`config.mk`:
```
export PLATFORM = sky130hd
export DESIGN_NAME = ctl_flow_unit
export DESIGN_NICKNAME = d
export VERILOG_FILES = /design/src/rtl/ctl_pkg.sv /design/src/rtl/cf_cmp128.sv /design/src/rtl/cf_target.sv /design/src/rtl/ctl_flow_unit.sv
export SDC_FILE = /design/constraint.sdc
export NUM_CORES = 1
export LEC_CHECK = 0
export BUFFER_PORTS_ARGS = -buffer_cell sky130_fd_sc_hd__buf_2
export CORE_MARGIN = 5
export CORE_UTILIZATION = 30
export CTS_CLUSTER_SIZE = 12
export DETAILED_ROUTE_END_ITERATION = 6
export GPL_ROUTABILITY_DRIVEN = 0
export HOLD_SLACK_MARGIN = 0.05
export PLACE_DENSITY = 0.53
export SLEW_MARGIN = 20
export SYNTH_ARGS = -nofsm -noshare
export SYNTH_HDL_FRONTEND = slang
export SYNTH_SLANG_ARGS = --single-unit
```
`constraint.sdc`:
```
create_clock -name clk -period 9.5 [get_ports clk]
set_input_delay 0.475 -clock clk [delete_from_list [all_inputs] [get_ports clk]]
set_output_delay 0.475 -clock clk [all_outputs]
set_load 0.01 [all_outputs]
```
`src/rtl/ctl_pkg.sv`:
```
package ctl_pkg;
   typedef enum logic [1:0] {
      K_SEQ  = 2'b00,
      K_BR   = 2'b01,
      K_JAL  = 2'b10,
      K_JALR = 2'b11
   } kind_e;

   localparam logic [2:0] C_EQ  = 3'b000;
   localparam logic [2:0] C_NE  = 3'b001;
   localparam logic [2:0] C_LT  = 3'b100;
   localparam logic [2:0] C_GE  = 3'b101;
   localparam logic [2:0] C_LTU = 3'b110;
   localparam logic [2:0] C_GEU = 3'b111;
endpackage

```
`src/rtl/cf_cmp128.sv`:
```
module cf_cmp128 #(
   parameter int HW = 64
) (
   input  logic          clk,
   input  logic          rst_n,
   input  logic [HW-1:0] a_lo,
   input  logic [HW-1:0] a_hi,
   input  logic [HW-1:0] b_lo_raw,
   input  logic [HW-1:0] b_hi_raw,
   input  logic          b_zero,
   input  logic [2:0]    cond,
   output logic          hit
);
   import ctl_pkg::*;

   logic [HW-1:0] b_lo, b_hi;
   logic [HW-1:0] zsum, d_lo, d_hi, corr;
   logic          bor_lo, is_eq, lt_s, ge_u;
   logic [HW:0]   third;

   assign b_lo = b_zero ? '0 : b_lo_raw;
   assign b_hi = b_zero ? '0 : b_hi_raw;

   // equality: fold both halves to one word, zero means equal
   assign zsum  = b_zero ? (a_lo | a_hi) : ((a_lo ^ b_lo) | (a_hi ^ b_hi));
   assign is_eq = (zsum == '0);

   // signed: two-word subtraction with overflow correction
   assign {bor_lo, d_lo} = {1'b0, a_lo} - {1'b0, b_lo};
   assign d_hi = a_hi - b_hi - HW'(bor_lo);
   assign corr = (d_hi ^ a_hi) & (a_hi ^ b_hi);
   assign lt_s = b_zero ? a_hi[HW-1] : (d_hi ^ corr) & {1'b1, {(HW-1){1'b0}}} ? 1'b1 : 1'b0;

   // unsigned: borrow chain into a third word seeded with one
   assign third = {1'b1, a_hi} - {1'b0, b_hi} - (HW+1)'(bor_lo);
   assign ge_u  = third[HW];

   always_comb begin
      unique case (cond)
         C_EQ:    hit = is_eq;
         C_NE:    hit = !is_eq;
         C_LT:    hit = lt_s;
         C_GE:    hit = !lt_s;
         C_LTU:   hit = !ge_u;
         C_GEU:   hit = ge_u;
         default: hit = 1'b0;
      endcase
   end

   // equal operands are neither signed-less nor unsigned-less
   a_r1_eq_not_less: assert property (@(posedge clk) disable iff (!rst_n)
      is_eq |-> (!lt_s && ge_u));
   // sign of a zero-valued b with overflow-free path matches a's sign
   a_r2_zero_b_sign: assert property (@(posedge clk) disable iff (!rst_n)
      (b_lo == '0 && b_hi == '0) |-> (lt_s == a_hi[HW-1]));
endmodule

```
`src/rtl/cf_target.sv`:
```
module cf_target #(
   parameter int PW = 64
) (
   input  logic          clk,
   input  logic          rst_n,
   input  logic [1:0]    kind,
   input  logic [PW-1:0] pc,
   input  logic [PW-1:0] imm,
   input  logic [PW-1:0] base,
   input  logic          ilen4,
   output logic [PW-1:0] seq_pc,
   output logic [PW-1:0] jump_pc
);
   import ctl_pkg::*;

   logic [PW-1:0] rel_sum, reg_sum;

   assign seq_pc  = pc + (ilen4 ? PW'(4) : PW'(2));
   assign rel_sum = pc + imm;
   assign reg_sum = base + imm;
   assign jump_pc = (kind == K_JALR) ? {reg_sum[PW-1:1], 1'b0} : rel_sum;

   // register jump target is always even
   a_r6_even_target: assert property (@(posedge clk) disable iff (!rst_n)
      (kind == K_JALR) |-> !jump_pc[0]);
   // sequential address advances by a legal instruction length
   a_r4_seq_step: assert property (@(posedge clk) disable iff (!rst_n)
      (seq_pc - pc == PW'(4)) || (seq_pc - pc == PW'(2)));
endmodule

```
`src/rtl/ctl_flow_unit.sv`:
```
module ctl_flow_unit #(
   parameter int HW     = 64,
   parameter int PW     = 64,
   parameter int C_MODE = 2   // 0 never compressed, 1 always, 2 from pin
) (
   input  logic          clk,
   input  logic          rst_n,
   input  logic          valid_i,
   input  logic [1:0]    kind_i,
   input  logic [2:0]    cond_i,
   input  logic [HW-1:0] a_lo_i,
   input  logic [HW-1:0] a_hi_i,
   input  logic [HW-1:0] b_lo_i,
   input  logic [HW-1:0] b_hi_i,
   input  logic          b_zero_i,
   input  logic [PW-1:0] pc_i,
   input  logic [PW-1:0] imm_i,
   input  logic          ilen4_i,
   input  logic          rvc_en_i,
   input  logic [4:0]    rd_i,
   output logic          taken_o,
   output logic [PW-1:0] next_pc_o,
   output logic [HW-1:0] link_o,
   output logic          link_we_o,
   output logic          misalign_o
);
   import ctl_pkg::*;

   initial begin
      if (HW < 8) $error("HW too small");
      if (PW < 8 || PW > HW) $error("PW must be 8..HW");
      if (C_MODE < 0 || C_MODE > 2) $error("C_MODE must be 0..2");
   end

   logic          hit, c_ok, is_jump, mis_c, misalign_q;
   logic [PW-1:0] seq_pc, jump_pc;

   generate
      if (C_MODE == 0) begin : g_c_off
         assign c_ok = 1'b0;
      end else if (C_MODE == 1) begin : g_c_on
         assign c_ok = 1'b1;
      end else begin : g_c_pin
         assign c_ok = rvc_en_i;
      end
   endgenerate

   cf_cmp128 #(.HW(HW)) u_cmp (
      .clk(clk), .rst_n(rst_n),
      .a_lo(a_lo_i), .a_hi(a_hi_i), .b_lo_raw(b_lo_i), .b_hi_raw(b_hi_i),
      .b_zero(b_zero_i), .cond(cond_i), .hit(hit)
   );

   cf_target #(.PW(PW)) u_tgt (
      .clk(clk), .rst_n(rst_n),
      .kind(kind_i), .pc(pc_i), .imm(imm_i), .base(a_lo_i[PW-1:0]),
      .ilen4(ilen4_i), .seq_pc(seq_pc), .jump_pc(jump_pc)
   );

   assign is_jump = (kind_i == K_JAL) || (kind_i == K_JALR);
   assign taken_o = valid_i && (is_jump || (kind_i == K_BR && hit));

   always_comb begin
      mis_c = 1'b0;
      if (valid_i && !c_ok) begin
         if (kind_i == K_JALR)
            mis_c = jump_pc[1];
         else if (kind_i == K_JAL || (kind_i == K_BR && hit))
            mis_c = |jump_pc[1:0];
      end
   end

   assign next_pc_o = taken_o ? jump_pc : seq_pc;
   assign link_o    = HW'(seq_pc);
   assign link_we_o = valid_i && is_jump && (rd_i != 5'd0) && !mis_c;

   always_ff @(posedge clk or negedge rst_n) begin
      if (!rst_n)       misalign_q <= 1'b0;
      else if (valid_i) misalign_q <= mis_c;
   end
   assign misalign_o = misalign_q;

   // no link write to the zero register
   a_r7_no_x0_write: assert property (@(posedge clk) disable iff (!rst_n)
      link_we_o |-> (rd_i != 5'd0));
   // fault register follows each valid instruction
   a_r10_fault_update: assert property (@(posedge clk) disable iff (!rst_n)
      valid_i |=> (misalign_o == $past(mis_c)));
   // fault register holds when idle
   a_r10_fault_hold: assert property (@(posedge clk) disable iff (!rst_n)
      !valid_i |=> $stable(misalign_o));
   // compressed support suppresses the fault
   a_r9_c_no_fault: assert property (@(posedge clk) disable iff (!rst_n)
      (valid_i && c_ok) |=> !misalign_o);
   // not-taken path continues sequentially
   a_r4_not_taken_seq: assert property (@(posedge clk) disable iff (!rst_n)
      !taken_o |-> (next_pc_o == seq_pc));
   // idle or other instruction never transfers control
   a_r11_idle_quiet: assert property (@(posedge clk) disable iff (!rst_n)
      (!valid_i || kind_i == K_SEQ) |-> (!taken_o && !link_we_o));
endmodule

```
; After elaboration in Yosys (flattened, before gate mapping)
; Index checks and enable logic that the tools add are counted.
[op_classes]
n_reduce_logical = 18
addsub = 8
bitwise = 7
eq_ne = 8
mux = 12
[ops]
columns = operator, n
row1 = 2-to-1 mux 64 bit, 5
row2 = bitwise XOR 64 bit, 4
row3 = adder 64 bit, 3
row4 = bitwise OR 64 bit, 2
row5 = subtractor 64 x 64 -> 65 bit, 1
row6 = subtractor 65 x 1 -> 65 bit, 1
row7 = subtractor 65 x 64 -> 65 bit, 1
row8 = AND 64 bit, 1
row9 = zero test 64 bit, 1
row10 = subtractor 64 x 1 -> 64 bit, 1
row11 = subtractor 64 bit, 1
row12 = equality test 3 bit (second input constant), 4
row13 = logical AND 1 bit, 6
row14 = case mux 1 bit (6 select lines), 1
row15 = zero test 1 bit, 5
row16 = 2-to-1 mux 1 bit, 5
row17 = nonzero test 5 bit, 1
row18 = equality test 2 bit (second input constant), 2
row19 = equality test 3 x 1 -> 1 bit (second input constant), 1
row20 = zero test 3 bit, 1
row21 = logical OR 1 bit, 3
row22 = 2-to-1 mux 3 bit, 1
row23 = equality test 2 x 1 -> 1 bit (second input constant), 1
row24 = OR reduction 2 bit, 1
[word_totals]
input_bits = 400
register_bits = 1
wordCells = 54

; Logic depth before layout (Yosys ltp)
[depth]
depth_word = 17
ltp_mapped = 33
mapped_depth_nobuf = 26

; Modules after synthesis
; Synthesis repeated with hierarchy kept, for this count alone.
[unflattened]
cells_unflattened = 2355
area_unflattened_um2 = 16380.7
[modules_own_cells]
columns = mod, instances, cells_each, area_each_um2
row1 = cf_target, 1, 1418, 9356.5
row2 = cf_cmp128, 1, 854, 5998.3
row3 = ctl_flow_unit, 1, 83, 1026.0

; Worst setup path before layout
; Ideal clock, no wire load.
[synth_path]
path_kind = input to output
startpoint = input b_zero_i
endpoint = output next_pc_o[0]
slack_ps = 2249
t_arrival_ps = 6776
t_required_ps = 9025
stages = 32
n_path_buf = 7
path_cell_list = clkbuf_1 > buf_2 > clkbuf_1 > clkbuf_1 > clkbuf_1 > nand2b_1 > ha_1 > a21o_1 > a21o_1 > a21o_1 > a21o_1 > a21o_1 > a21o_1 > a21o_1 > o2111ai_1 > a21oi_1 > o21ai_0 > nand2_1 > fa_1 > ha_1 > nor3b_1 > a21oi_1 > o41ai_1 > a21oi_1 > o41ai_1 > o211ai_1 > mux2i_1 > or4_1 > o211a_1 > buf_2 > clkbuf_1 > o21ai_0
[synth_between]
elab_chain_len = 14
[synth_rtl]
columns = item, line
row1 = start: declaration, ctl_flow_unit.sv:15  ; input logic b_zero_i,
row2 = "2-to-1 mux 64 bit, on equally long branches", "cf_cmp128.sv:22, cf_cmp128.sv:21"
row3 = subtractor 64 bit or subtractor 64 x 64 -> 65 bit (tied branches), "cf_cmp128.sv:30, cf_cmp128.sv:29"
row4 = subtractor 64 x 1 -> 64 bit, cf_cmp128.sv:30  ; assign d_hi = a_hi - b_hi - HW'(bor_lo);
row5 = bitwise XOR 64 bit, cf_cmp128.sv:31  ; assign corr = (d_hi ^ a_hi) & (a_hi ^ b_hi);
row6 = AND 64 bit, cf_cmp128.sv:31
row7 = bitwise XOR 64 bit, cf_cmp128.sv:32  ; assign lt_s = b_zero ? a_hi[HW-1] : (d_hi ^ corr) & {1'b1, {(HW-1){1'b0}}} ? 1'b1 : 1'b0;
row8 = 2-to-1 mux 1 bit (2 in a row), cf_cmp128.sv:32
row9 = zero test 1 bit, cf_cmp128.sv:43  ; C_GE: hit = !lt_s;
row10 = case mux 1 bit (6 select lines) *, cf_cmp128.sv:39  ; unique case (cond)
row11 = logical AND 1 bit *, ctl_flow_unit.sv:61  ; assign taken_o = valid_i && (is_jump || (kind_i == K_BR && hit));
row12 = logical OR 1 bit *, ctl_flow_unit.sv:61
row13 = logical AND 1 bit *, ctl_flow_unit.sv:61
row14 = 2-to-1 mux 64 bit *, ctl_flow_unit.sv:73  ; assign next_pc_o = taken_o ? jump_pc : seq_pc;
row15 = end: declaration, ctl_flow_unit.sv:22  ; output logic [PW-1:0] next_pc_o,
; Mark *: on every way between the ends. The rest lies on a longest branch, timed or not.

; Worst setup path after layout
[layout_path]
startpoint = input b_zero_i
endpoint = output next_pc_o[6]
; Same word-level chain as after synthesis.

==> run metrics <==
outcome=completed; post-CTS sizing=0; maximum vdd ir drop=23.5 uV; die width=240 um; commonest non-fill, non-tap cells in the layout=buf_2, ha_1, inv_1; Worst path top cell family by delay=compound AO/OA/AOI/OAI gates; clk_skew=0 ps; commonest register cell after synthesis=dfrtp_1; Layout Area Growth over Synthesis=21.0%; IO Port Bufs=530; Vert. Die Dim=240 um; share of cells above drive strength 1=21.7%; R2R Path End=misalign_o; share of flip-flops with an asynchronous set or reset=100%; vias in the first global route=19,000; vias=19,400; drt drc=0; Unique masters post-synth=84; P per Cell Area=65.0 mW/mm2; pins over their slew limit=0; Initial Util=30.2%; reg2reg start=misalign_o; critical path's slowest cell=o211a_2; Clk Latency, worst-skew pair=0 ps; r2r worst-path depth=1; Worst-Margin Slew=906 ps; routed wire length=75,400 um; DRT antenna net count=0; Total GRT Usage=24.2%; grt ovf=0; CP Capture Type=output pin; DPL Wire Length=66,700 um; via/cell ratio=5.55; Placement Cell Area=0.0191 mm2; final cell count without fillers=3,489; Final #Nets=3,511; dpl ws=1510 ps; Post-CTS Hold Buffers=0; DRT Pass-1 Iters=6; CP arrival=7580 ps; global-route wire length before repair=110,000 um; most common cell after layout, fill and taps aside=buf_2; post-synthesis sequential area ratio=0.158%; reg2reg setup slack=8790 ps; final setup vio count=0; Final Critical Period=8050 ps; syn_nets=3,047; max reg flops=1; Yosys reg bits=1; Final TNS setup=0 ps; Setup CP Type=in2out; unrepaired setup endpoints after global routing=no; startpoint type of the worst setup path=input pin; HP Class=in2async; Die ar.=0.0574 mm2; initial antenna violation count=17; DRT iter0 DRCs=1,514; worst hold slack=252 ps; largest fanout on the critical path=84; Synth Instances=2,327; Leak=0.00961 uW; Worst Path Buf+Inv=5; Core Area=0.0524 mm2; Final Hold Vio Count=0; Cell Area, Synth=0.0158 mm2; DP Cell Count=3,477; CP peak stage delay=760 ps; period utilization=84.8%; post-route cell area=0.0192 mm2; final worst slack=1450 ps; Max-Cap Viols=0; largest net degree at the start of global routing=85; slew margin rel.=39.6%; number of synthesized flops with an enable pin=0; CP dominant cell by count=a21o_1; fmax=124 MHz; post-DR wirelength/cell=21.6 um; Worst Path Required=9030 ps; std cell rows=84; syn avg cell area=6.80 um2; Post-CTS Setup Repair Bufs=0; synth warn=0; I/O pins=531; CTS clk-pin slew, worst paths=0 ps
## kinds of logic (layout without fill, tap and decap cells)
| family | Yosys count | in the layout | synth area share (%) |
|---|---|---|---|
| AND/OR/NAND/NOR | 799 | 799 | 26.0 |
| multiplexers | 45 | 45 | 3.12 |
| AO/OA/AOI/OAI | 677 | 677 | 28.0 |
| other | 0 | 12 | 0 |
| XOR/XNOR | 174 | 174 | 9.63 |
| flip-flops | 1 | 1 | 0.158 |
| buffers and inverters | 311 | 773 | 7.54 |
| adder cells (fa/ha/maj) | 320 | 320 | 25.5 |
## synthesized netlist by cell type, types with 6 or more instances
| cell | number | area (um2) |
|---|---|---|
| ha_1 | 316 | 3950 |
| inv_1 | 231 | 867 |
| a21oi_1 | 224 | 1120 |
| nand2_1 | 168 | 631 |
| nor2_1 | 157 | 589 |
| a21o_1 | 114 | 856 |
| xnor2_1 | 106 | 928 |
| o21ai_0 | 105 | 526 |
| nand2b_1 | 87 | 544 |
| nor2b_1 | 82 | 513 |
| nand4_1 | 75 | 469 |
| xor2_1 | 68 | 596 |
| clkbuf_1 | 64 | 240 |
| nand3_1 | 62 | 310 |
| nor3_1 | 42 | 210 |
| and3_1 | 39 | 244 |
| mux2_2 | 31 | 349 |
| o21a_1 | 31 | 233 |
| nor4_1 | 26 | 163 |
| o21bai_1 | 24 | 180 |
| o211ai_1 | 20 | 150 |
| a211o_1 | 17 | 149 |
| a211oi_1 | 16 | 120 |
| a31oi_1 | 16 | 100 |
| o31ai_1 | 15 | 113 |
| or3_1 | 15 | 93.8 |
| mux2i_1 | 13 | 130 |
| and2_1 | 12 | 75.1 |
| buf_2 | 9 | 45.0 |
| o41ai_1 | 9 | 78.8 |
| a2111oi_0 | 8 | 70.1 |
| a2bb2oi_1 | 7 | 61.3 |
| and4_1 | 7 | 61.3 |
| a311oi_1 | 6 | 52.6 |
| or4_1 | 6 | 45.0 |
## layout make-up
type / count / area, um2
Antenna cell: 12 / 30.0
Fill cell: 5700 / 33300
Inverter: 231 / 867
Multi-Input combinational cell: 2015 / 14600
Sequential cell: 1 / 25.0
Tap cell: 688 / 861
Timing Repair Buffer: 542 / 2760
## metal layers
layer  part of all wire [%]  track usage (%)
met1                     44             32.9
met2                     46             40.9
met3                    6.8             2.20
met4                    3.2             6.99
met5                  0.058                0
## how the worst max path moves through the flow
stage                     startpoint      endpoint  slack, ps  depth (start not counted)
after global routing        b_zero_i  next_pc_o[4]        910                         30
after floorplan             b_zero_i  next_pc_o[0]       2250                         32
after CTS                   b_zero_i  next_pc_o[4]       1480                         30
after detailed placement    b_zero_i  next_pc_o[4]       1510                         30
after global placement      b_zero_i  next_pc_o[7]       1640                         30
final                       b_zero_i  next_pc_o[6]       1450                         30
## power by group
| part | switching [uW] | internal (uW) |
|---|---|---|
| Sequential | 0.266 | 4.83 |
| Combinational | 731 | 509 |
| Clock | 0 | 0.000169 |
## metrics by stage
| step | utilization, % | total power, uW |
|---|---|---|
| after global routing | 36.5 | 1360 |
| after CTS | 36.5 | 1230 |
| final | 36.5 | 1240 |
| after global placement | 36.5 | 1210 |
| after detailed placement | 36.5 | 1220 |
| after floorplan | - | 789 |
No activity file was read; power rests on OpenSTA's default activity.
